$ cat config.mk
export PLATFORM = sky130hd
export DESIGN_NAME = xring
export DESIGN_NICKNAME = d
export VERILOG_FILES = /design/src/rtl/xring_pkg.sv /design/src/rtl/xring_fifo.sv /design/src/rtl/xring_lane.sv /design/src/rtl/xring.sv
export SDC_FILE = /design/constraint.sdc
export NUM_CORES = 1
export LEC_CHECK = 0
export ABC_AREA = 1
export BUFFER_PORTS_ARGS = -buffer_cell sky130_fd_sc_hd__buf_2
export CAP_MARGIN = 20
export CORE_UTILIZATION = 50
export DETAILED_ROUTE_END_ITERATION = 16
export PLACE_DENSITY = 0.74
export SLEW_MARGIN = 5
export SYNTH_ARGS = -nofsm -noshare
export SYNTH_HDL_FRONTEND = slang
export SYNTH_SLANG_ARGS = --single-unit
$ cat constraint.sdc
create_clock -name clk -period 3.9 [get_ports clk]
set_input_delay 0.39 -clock clk [delete_from_list [all_inputs] [get_ports clk]]
set_output_delay 0.39 -clock clk [all_outputs]
set_load 0.1 [all_outputs]
$ cat src/rtl/xring_pkg.sv
package xring_pkg;
  localparam int unsigned VPW = 8;
  typedef logic [VPW-1:0] vp_idx_t;

  // Next VP served by a lane: step by the lane stride, fall back home past vl.
  function automatic vp_idx_t vp_step(vp_idx_t cur, vp_idx_t stride,
                                      vp_idx_t home, vp_idx_t vl);
    logic [VPW:0] nxt;
    nxt = {1'b0, cur} + {1'b0, stride};
    if (nxt >= {1'b0, vl}) return home;
    return nxt[VPW-1:0];
  endfunction
endpackage

$ cat src/rtl/xring_fifo.sv
module xring_fifo #(
  parameter int unsigned W     = 32,
  parameter int unsigned DEPTH = 2,
  localparam int unsigned PW   = (DEPTH > 1) ? $clog2(DEPTH) : 1,
  localparam int unsigned CW   = $clog2(DEPTH + 1)
) (
  input  logic          clk,
  input  logic          rst_n,
  input  logic          in_valid,
  output logic          in_ready,
  input  logic [W-1:0]  in_data,
  output logic          out_valid,
  input  logic          out_ready,
  output logic [W-1:0]  out_data,
  output logic [CW-1:0] count
);
  logic [DEPTH-1:0][W-1:0] mem;
  logic [PW-1:0] wr_ptr, rd_ptr;
  logic push, pop;

  assign in_ready  = (count != CW'(DEPTH));
  assign out_valid = (count != '0);
  assign out_data  = mem[rd_ptr];
  assign push      = in_valid && in_ready;
  assign pop       = out_valid && out_ready;

  always_ff @(posedge clk) begin
    if (!rst_n) begin
      wr_ptr <= '0;
      rd_ptr <= '0;
      count  <= '0;
    end else begin
      if (push) wr_ptr <= (wr_ptr == PW'(DEPTH - 1)) ? '0 : wr_ptr + 1'b1;
      if (pop)  rd_ptr <= (rd_ptr == PW'(DEPTH - 1)) ? '0 : rd_ptr + 1'b1;
      count <= count + CW'(push) - CW'(pop);
    end
  end

  always_ff @(posedge clk) begin
    if (push) mem[wr_ptr] <= in_data;
  end
endmodule

$ cat src/rtl/xring_lane.sv
module xring_lane
  import xring_pkg::*;
#(
  parameter int unsigned LANE = 0,
  parameter int unsigned L    = 4
) (
  input  logic    clk,
  input  logic    rst_n,
  input  vp_idx_t vl,
  // send side
  input  logic    snd_valid,
  output logic    snd_ready,
  output logic    hop_req,
  output logic    q_req,
  input  logic    hop_can_take,
  input  logic    q_can_take,
  // receive side
  input  logic    rcv_ready,
  output logic    rcv_pick_q,
  output logic    hop_take,
  output logic    q_take,
  input  logic    hop_has,
  input  logic    q_has,
  output logic    rcv_valid
);
  localparam vp_idx_t HOME   = vp_idx_t'(LANE);
  localparam vp_idx_t STRIDE = vp_idx_t'(L);

  vp_idx_t snd_vp, rcv_vp;
  logic    snd_last, rcv_first;

  assign snd_last  = (snd_vp == vl - vp_idx_t'(1));
  assign rcv_first = (rcv_vp == '0);

  assign snd_ready = snd_last ? q_can_take : hop_can_take;
  assign hop_req   = snd_valid && !snd_last;
  assign q_req     = snd_valid && snd_last;

  assign rcv_pick_q = rcv_first;
  assign rcv_valid  = rcv_first ? q_has : hop_has;
  assign hop_take   = rcv_ready && !rcv_first;
  assign q_take     = rcv_ready && rcv_first;

  always_ff @(posedge clk) begin
    if (!rst_n) begin
      snd_vp <= HOME;
      rcv_vp <= HOME;
    end else begin
      if (snd_valid && snd_ready) snd_vp <= vp_step(snd_vp, STRIDE, HOME, vl);
      if (rcv_ready && rcv_valid) rcv_vp <= vp_step(rcv_vp, STRIDE, HOME, vl);
    end
  end
endmodule

$ cat src/rtl/xring.sv
module xring
  import xring_pkg::*;
#(
  parameter int unsigned L         = 4,
  parameter int unsigned W         = 32,
  parameter int unsigned HOP_DEPTH = 2,
  parameter int unsigned Q_DEPTH   = 4,
  localparam int unsigned HCW      = $clog2(HOP_DEPTH + 1),
  localparam int unsigned QCW      = $clog2(Q_DEPTH + 1)
) (
  input  logic                clk,
  input  logic                rst_n,
  input  logic [VPW-1:0]      vl,
  input  logic [L-1:0]        snd_valid,
  output logic [L-1:0]        snd_ready,
  input  logic [L-1:0][W-1:0] snd_data,
  input  logic [L-1:0]        rcv_ready,
  output logic [L-1:0]        rcv_valid,
  output logic [L-1:0][W-1:0] rcv_data,
  input  logic                cp_push_valid,
  output logic                cp_push_ready,
  input  logic [W-1:0]        cp_push_data,
  output logic                cp_pop_valid,
  input  logic                cp_pop_ready,
  output logic [W-1:0]        cp_pop_data
);
  logic [L-1:0]          hop_req, hop_in_ready, hop_out_valid, hop_take;
  logic [L-1:0][W-1:0]   hop_head;
  logic [L-1:0][HCW-1:0] hop_cnt;
  logic [L-1:0]          q_req, q_take, pick_q;

  logic          q_in_valid, q_in_ready, q_out_valid, q_out_ready;
  logic [W-1:0]  q_in_data, q_head, ring_q_data;
  logic [QCW-1:0] q_cnt;
  logic          ring_q_any, lane_q_take, q_push, q_pop;

  // Hop k carries lane k output to lane (k+1) mod L.
  for (genvar k = 0; k < L; k++) begin : g_lane
    localparam int unsigned PREV = (k + L - 1) % L;
    localparam int unsigned NEXT = (k + 1) % L;

    xring_fifo #(.W(W), .DEPTH(HOP_DEPTH)) u_hop (
      .clk(clk), .rst_n(rst_n),
      .in_valid(hop_req[k]), .in_ready(hop_in_ready[k]), .in_data(snd_data[k]),
      .out_valid(hop_out_valid[k]), .out_ready(hop_take[NEXT]),
      .out_data(hop_head[k]), .count(hop_cnt[k])
    );

    xring_lane #(.LANE(k), .L(L)) u_lane (
      .clk(clk), .rst_n(rst_n), .vl(vl),
      .snd_valid(snd_valid[k]), .snd_ready(snd_ready[k]),
      .hop_req(hop_req[k]), .q_req(q_req[k]),
      .hop_can_take(hop_in_ready[k]), .q_can_take(q_in_ready),
      .rcv_ready(rcv_ready[k]), .rcv_pick_q(pick_q[k]),
      .hop_take(hop_take[k]), .q_take(q_take[k]),
      .hop_has(hop_out_valid[PREV]), .q_has(q_out_valid),
      .rcv_valid(rcv_valid[k])
    );

    assign rcv_data[k] = pick_q[k] ? q_head : hop_head[PREV];
  end

  // Only the lane holding VP vl-1 can request the queue at any time.
  always_comb begin
    ring_q_data = '0;
    for (int k = 0; k < L; k++)
      if (q_req[k]) ring_q_data = ring_q_data | snd_data[k];
  end

  assign ring_q_any  = |q_req;
  assign lane_q_take = |q_take;

  // Ring writer beats control processor; VP 0 reader beats control processor.
  assign q_in_valid    = ring_q_any || cp_push_valid;
  assign q_in_data     = ring_q_any ? ring_q_data : cp_push_data;
  assign cp_push_ready = q_in_ready && !ring_q_any;

  assign q_out_ready  = lane_q_take || cp_pop_ready;
  assign cp_pop_valid = q_out_valid && !lane_q_take;
  assign cp_pop_data  = q_head;

  assign q_push = q_in_valid && q_in_ready;
  assign q_pop  = q_out_valid && q_out_ready;

  xring_fifo #(.W(W), .DEPTH(Q_DEPTH)) u_ssq (
    .clk(clk), .rst_n(rst_n),
    .in_valid(q_in_valid), .in_ready(q_in_ready), .in_data(q_in_data),
    .out_valid(q_out_valid), .out_ready(q_out_ready), .out_data(q_head),
    .count(q_cnt)
  );
endmodule

==> flow_summary.toml <==
[cts]
cts_sinks = 461
cts_tree = "done"
clkLatencyLatePin_ns = 0.59
clkSlewWorstSetupHoldPaths_ns = 0.06
htreeDepth = 2
cts_root_buffer = "clkbuf_16"
post_cts_buffers = 0
numCtsBuffers = 48
clockBufferDepth = 3

[detailed_routing]
vias = 19877
routed_wirelength_um = 74300
drt-pass1-iter-count = 7
drc_errors = 0
initialDrtViolationCount = 2084
routedWlPerCell_um = 21.7
routed_via_density = 5.79
antenna_left = 0

[placed_design]
pre_cts_slack_ns = 0.451
dp_hpwl_um = 51200
io_buffers = 349
gp_congestion = 0.925

[yosys]
synth_area_leaders = "edfxtp_1 51%, nand2_1 10%, dfxtp_1 6.8%"
synth_top_area_cell = "edfxtp_1"
syn_avg_cell_area_sq_um = 9.40
yosysMostFrequentCell = "nand2_1"
synth_seq_area_share_pct = 57.6
ys_seq_elements = 461
ys.warnings.count = 0
yosysTopAreaCellShare_pct = 50.8
syn-cell-area_sq_um = 22700
postSynthNetCount = 2680
ys_async_sr_fraction_pct = 0
yosysUniqueCellTypes = 46
ys_top_cells_by_count = "631 x nand2_1, 384 x edfxtp_1, 239 x inv_1, 239 x nor2_1, 143 x nand3_1"
syn_inst = 2414
synth-edff-count = 384
synthFlopType = "edfxtp_1"

[worst_setup_path]
r2r_start = "g_lane[2].u_lane.rcv_vp[4]$_SDFFE_PN0P_"
worstSetupPathType = "reg2out"
worstPathMaxFanout = 50
critical-path-max-stage-delay_ns = 0.53
crit_chain = "nor4_1 -> nand3_4 -> buf_12 -> a31oi_1 -> buf_2"
crit_required_ns = 3.51
startpoint = "g_lane[2].u_lane.rcv_vp[4]$_SDFFE_PN0P_"
slowest_stage = "nor4_1"
endpoint_kind = "primary output"
cp.arrival_ns = 3.24
ff2ff_setup_slack_ns = 0.82
critical_path.startpoint_type = "flop"

[timing]
fmax_mhz = 276
slew_violations = 0
grt_setup_unrepaired = "no"
setup_tns_ns = 0
clock_skew_ns = 0.0145
slew_headroom_pct = 39.0
setup_ws_ns = 0.272
finalCritPeriodShare_pct = 93.0
layout_min_cycle_time_ns = 3.63
tightest_slew_ns = 0.914
setup_viol_count_final = 0
hold_violations = 0

[global_routing]
gr-usage-met2_pct = 51.3
use_met1_pct = 41.6
grt_busiest_layer = "met2"
grt_usage_pct = 31.9
grt_pass1_vias = 19153
grt-ovfl-total = 0
grt_start_max_net_pins = 53
grt_pass1_wl_um = 112000
antenna_found_initial = 3
grt_util_met3_pct = 6.19

[finish]
fin_util_pct = 61.7
syn_to_final_growth_pct = 21.0
multi_input_area_sq_um = 8280
ff_latch_area_sq_um = 13100
nNetsFinal = 3065
layout-drive-gt1-share_pct = 18.7
fillers = 3695

[die]
dieWidth_um = 215
ios = 350
coreArea_sq_um = 44500
rows = 77
start_util_pct = 51.0
die_area_sq_um = 46200
die_y_um = 215

[status]
status = "complete, no violations"

[power]
p_switching_mw = 13.0
p_int_mw = 10.9
power_frac_comb_pct = 53.5
p_leak_nw = 11.6
switching_share_pct = 54.3
power_density_nw_per_um2 = 870
pwr-share-seq_pct = 26.7
worst_ir_drop_vdd_mv = 0.865
clkPwrFrac_pct = 19.9

[worst_hold_path]
hold_class = "in2reg"
holdCritStartpoint = "snd_data[38]"

[job]
drv_cap = 0
-- cells in the final DEF, fill, tap and decap left out, drive strengths merged, types with 2 or more instances in the layout --
cell / instances
inv: 246
dlygate4sd3: 59
xnor2: 3
o21a: 2
a31oi: 128
clkbuf: 63
a32o: 32
a21oi: 102
o21ai: 78
nor2: 249
and2: 3
buf: 396
xor2: 30
nand3: 148
nor3: 8
edfxtp: 384
clkinv: 18
bufinv: 7
nand3b: 4
nand4: 43
dfxtp: 77
or2: 4
ha: 85
diode: 2
o211ai: 4
o22ai: 2
nand2: 649
a211oi: 4
-- power groups by stage --
stage	sequential [mW]	combinational (mW)	clock, mW
after global routing	6.43	13.3	4.95
final	6.38	12.8	4.74
after global placement	6.44	12.5	0
after CTS	6.36	12.7	4.78
after floorplan	6.37	10.0	0
after detailed placement	6.46	12.7	0
-- area by class of cell --
class | instances | share of cell area (%)
well taps | 592 | 2.70
repair buffers | 455 | 10.3
flip-flops and latches | 461 | 47.6
diodes | 2 | 0.0182
clock buffers | 63 | 4.73
inverters | 247 | 3.38
clock inverters | 25 | 1.12
multi-input cells | 1586 | 30.2
-- flip-flops by register name, summed over array words and instances, names as in the netlist --
name and flops:
g_lane.u_hop.rd_ptr 4, u_ssq.rd_ptr 2, u_ssq.wr_ptr 2, g_lane.u_lane.rcv_vp 27, u_ssq.mem 128, g_lane.u_hop.mem 256
u_ssq.count 3, g_lane.u_hop.wr_ptr 4, g_lane.u_lane.snd_vp 27, g_lane.u_hop.count 8
-- metrics by stage --
step	instance area, sq um	instances	hold slack, ns	power [mW]
3_3_place_gp	25300	3282	0.436	18.9
4_1_cts	27500	3429	0.0000376	23.9
2_1_floorplan	22700	2414	0.418	16.4
3_5_place_dp	25300	3282	0.442	19.1
5_1_grt	27500	3431	0.0147	24.6
6_report	27500	3431	0.0200	23.9
-- path summary, 6_finish.rpt --
| kind | to | cells past startpoint |
|---|---|---|
| worst min register to register | g_lane[1].u_lane.snd_vp[0]$_SDFFE_PN1P_ | 2 |
| worst min-delay path | g_lane[1].u_hop.mem[6]$_DFFE_PP_ | 1 |
| worst max register to register | u_ssq.count[1]$_SDFF_PN0_ | 13 |
| worst max-delay path | rcv_data[95] | 5 |
-- per-layer routing --
layer  part of all wire, %  wire length (um)  vias up
met5                0.0040                 3        -
met3                    10              7470      224
met4                   4.9              3650        2
met2                    46             34100     1183
met1                    39             29000     9465
li1                      -                 -     9003
-- critical path: cells and delay by family, from the launching register on --
family	cells	cell delay [ns]
flops	1	0.36
buf+inv	2	0.85
compound gates	1	0.46
simple gates	2	0.93
-- repair_timing --
action | CTS | global route
setup endpoints to repair | 0 | 2
gates resized for setup | 0 | 1
hold buffers | 59 | 0
hold endpoints to repair | 115 | 0
-- kinds of logic (layout without fill, tap and decap cells) --
logic type | count (synthesis) | in the layout | synth area share [%]
and+or+nand+nor | 1110 | 1110 | 20.4
DFF | 461 | 461 | 57.6
buffers and inverters | 367 | 790 | 6.44
AOI/OAI and AO/OA | 357 | 357 | 9.49
adders and majority gates | 86 | 86 | 4.77
xor gates and xnor gates | 33 | 33 | 1.27
other | 0 | 2 | 0
Power figures use the tool's default switching activity.
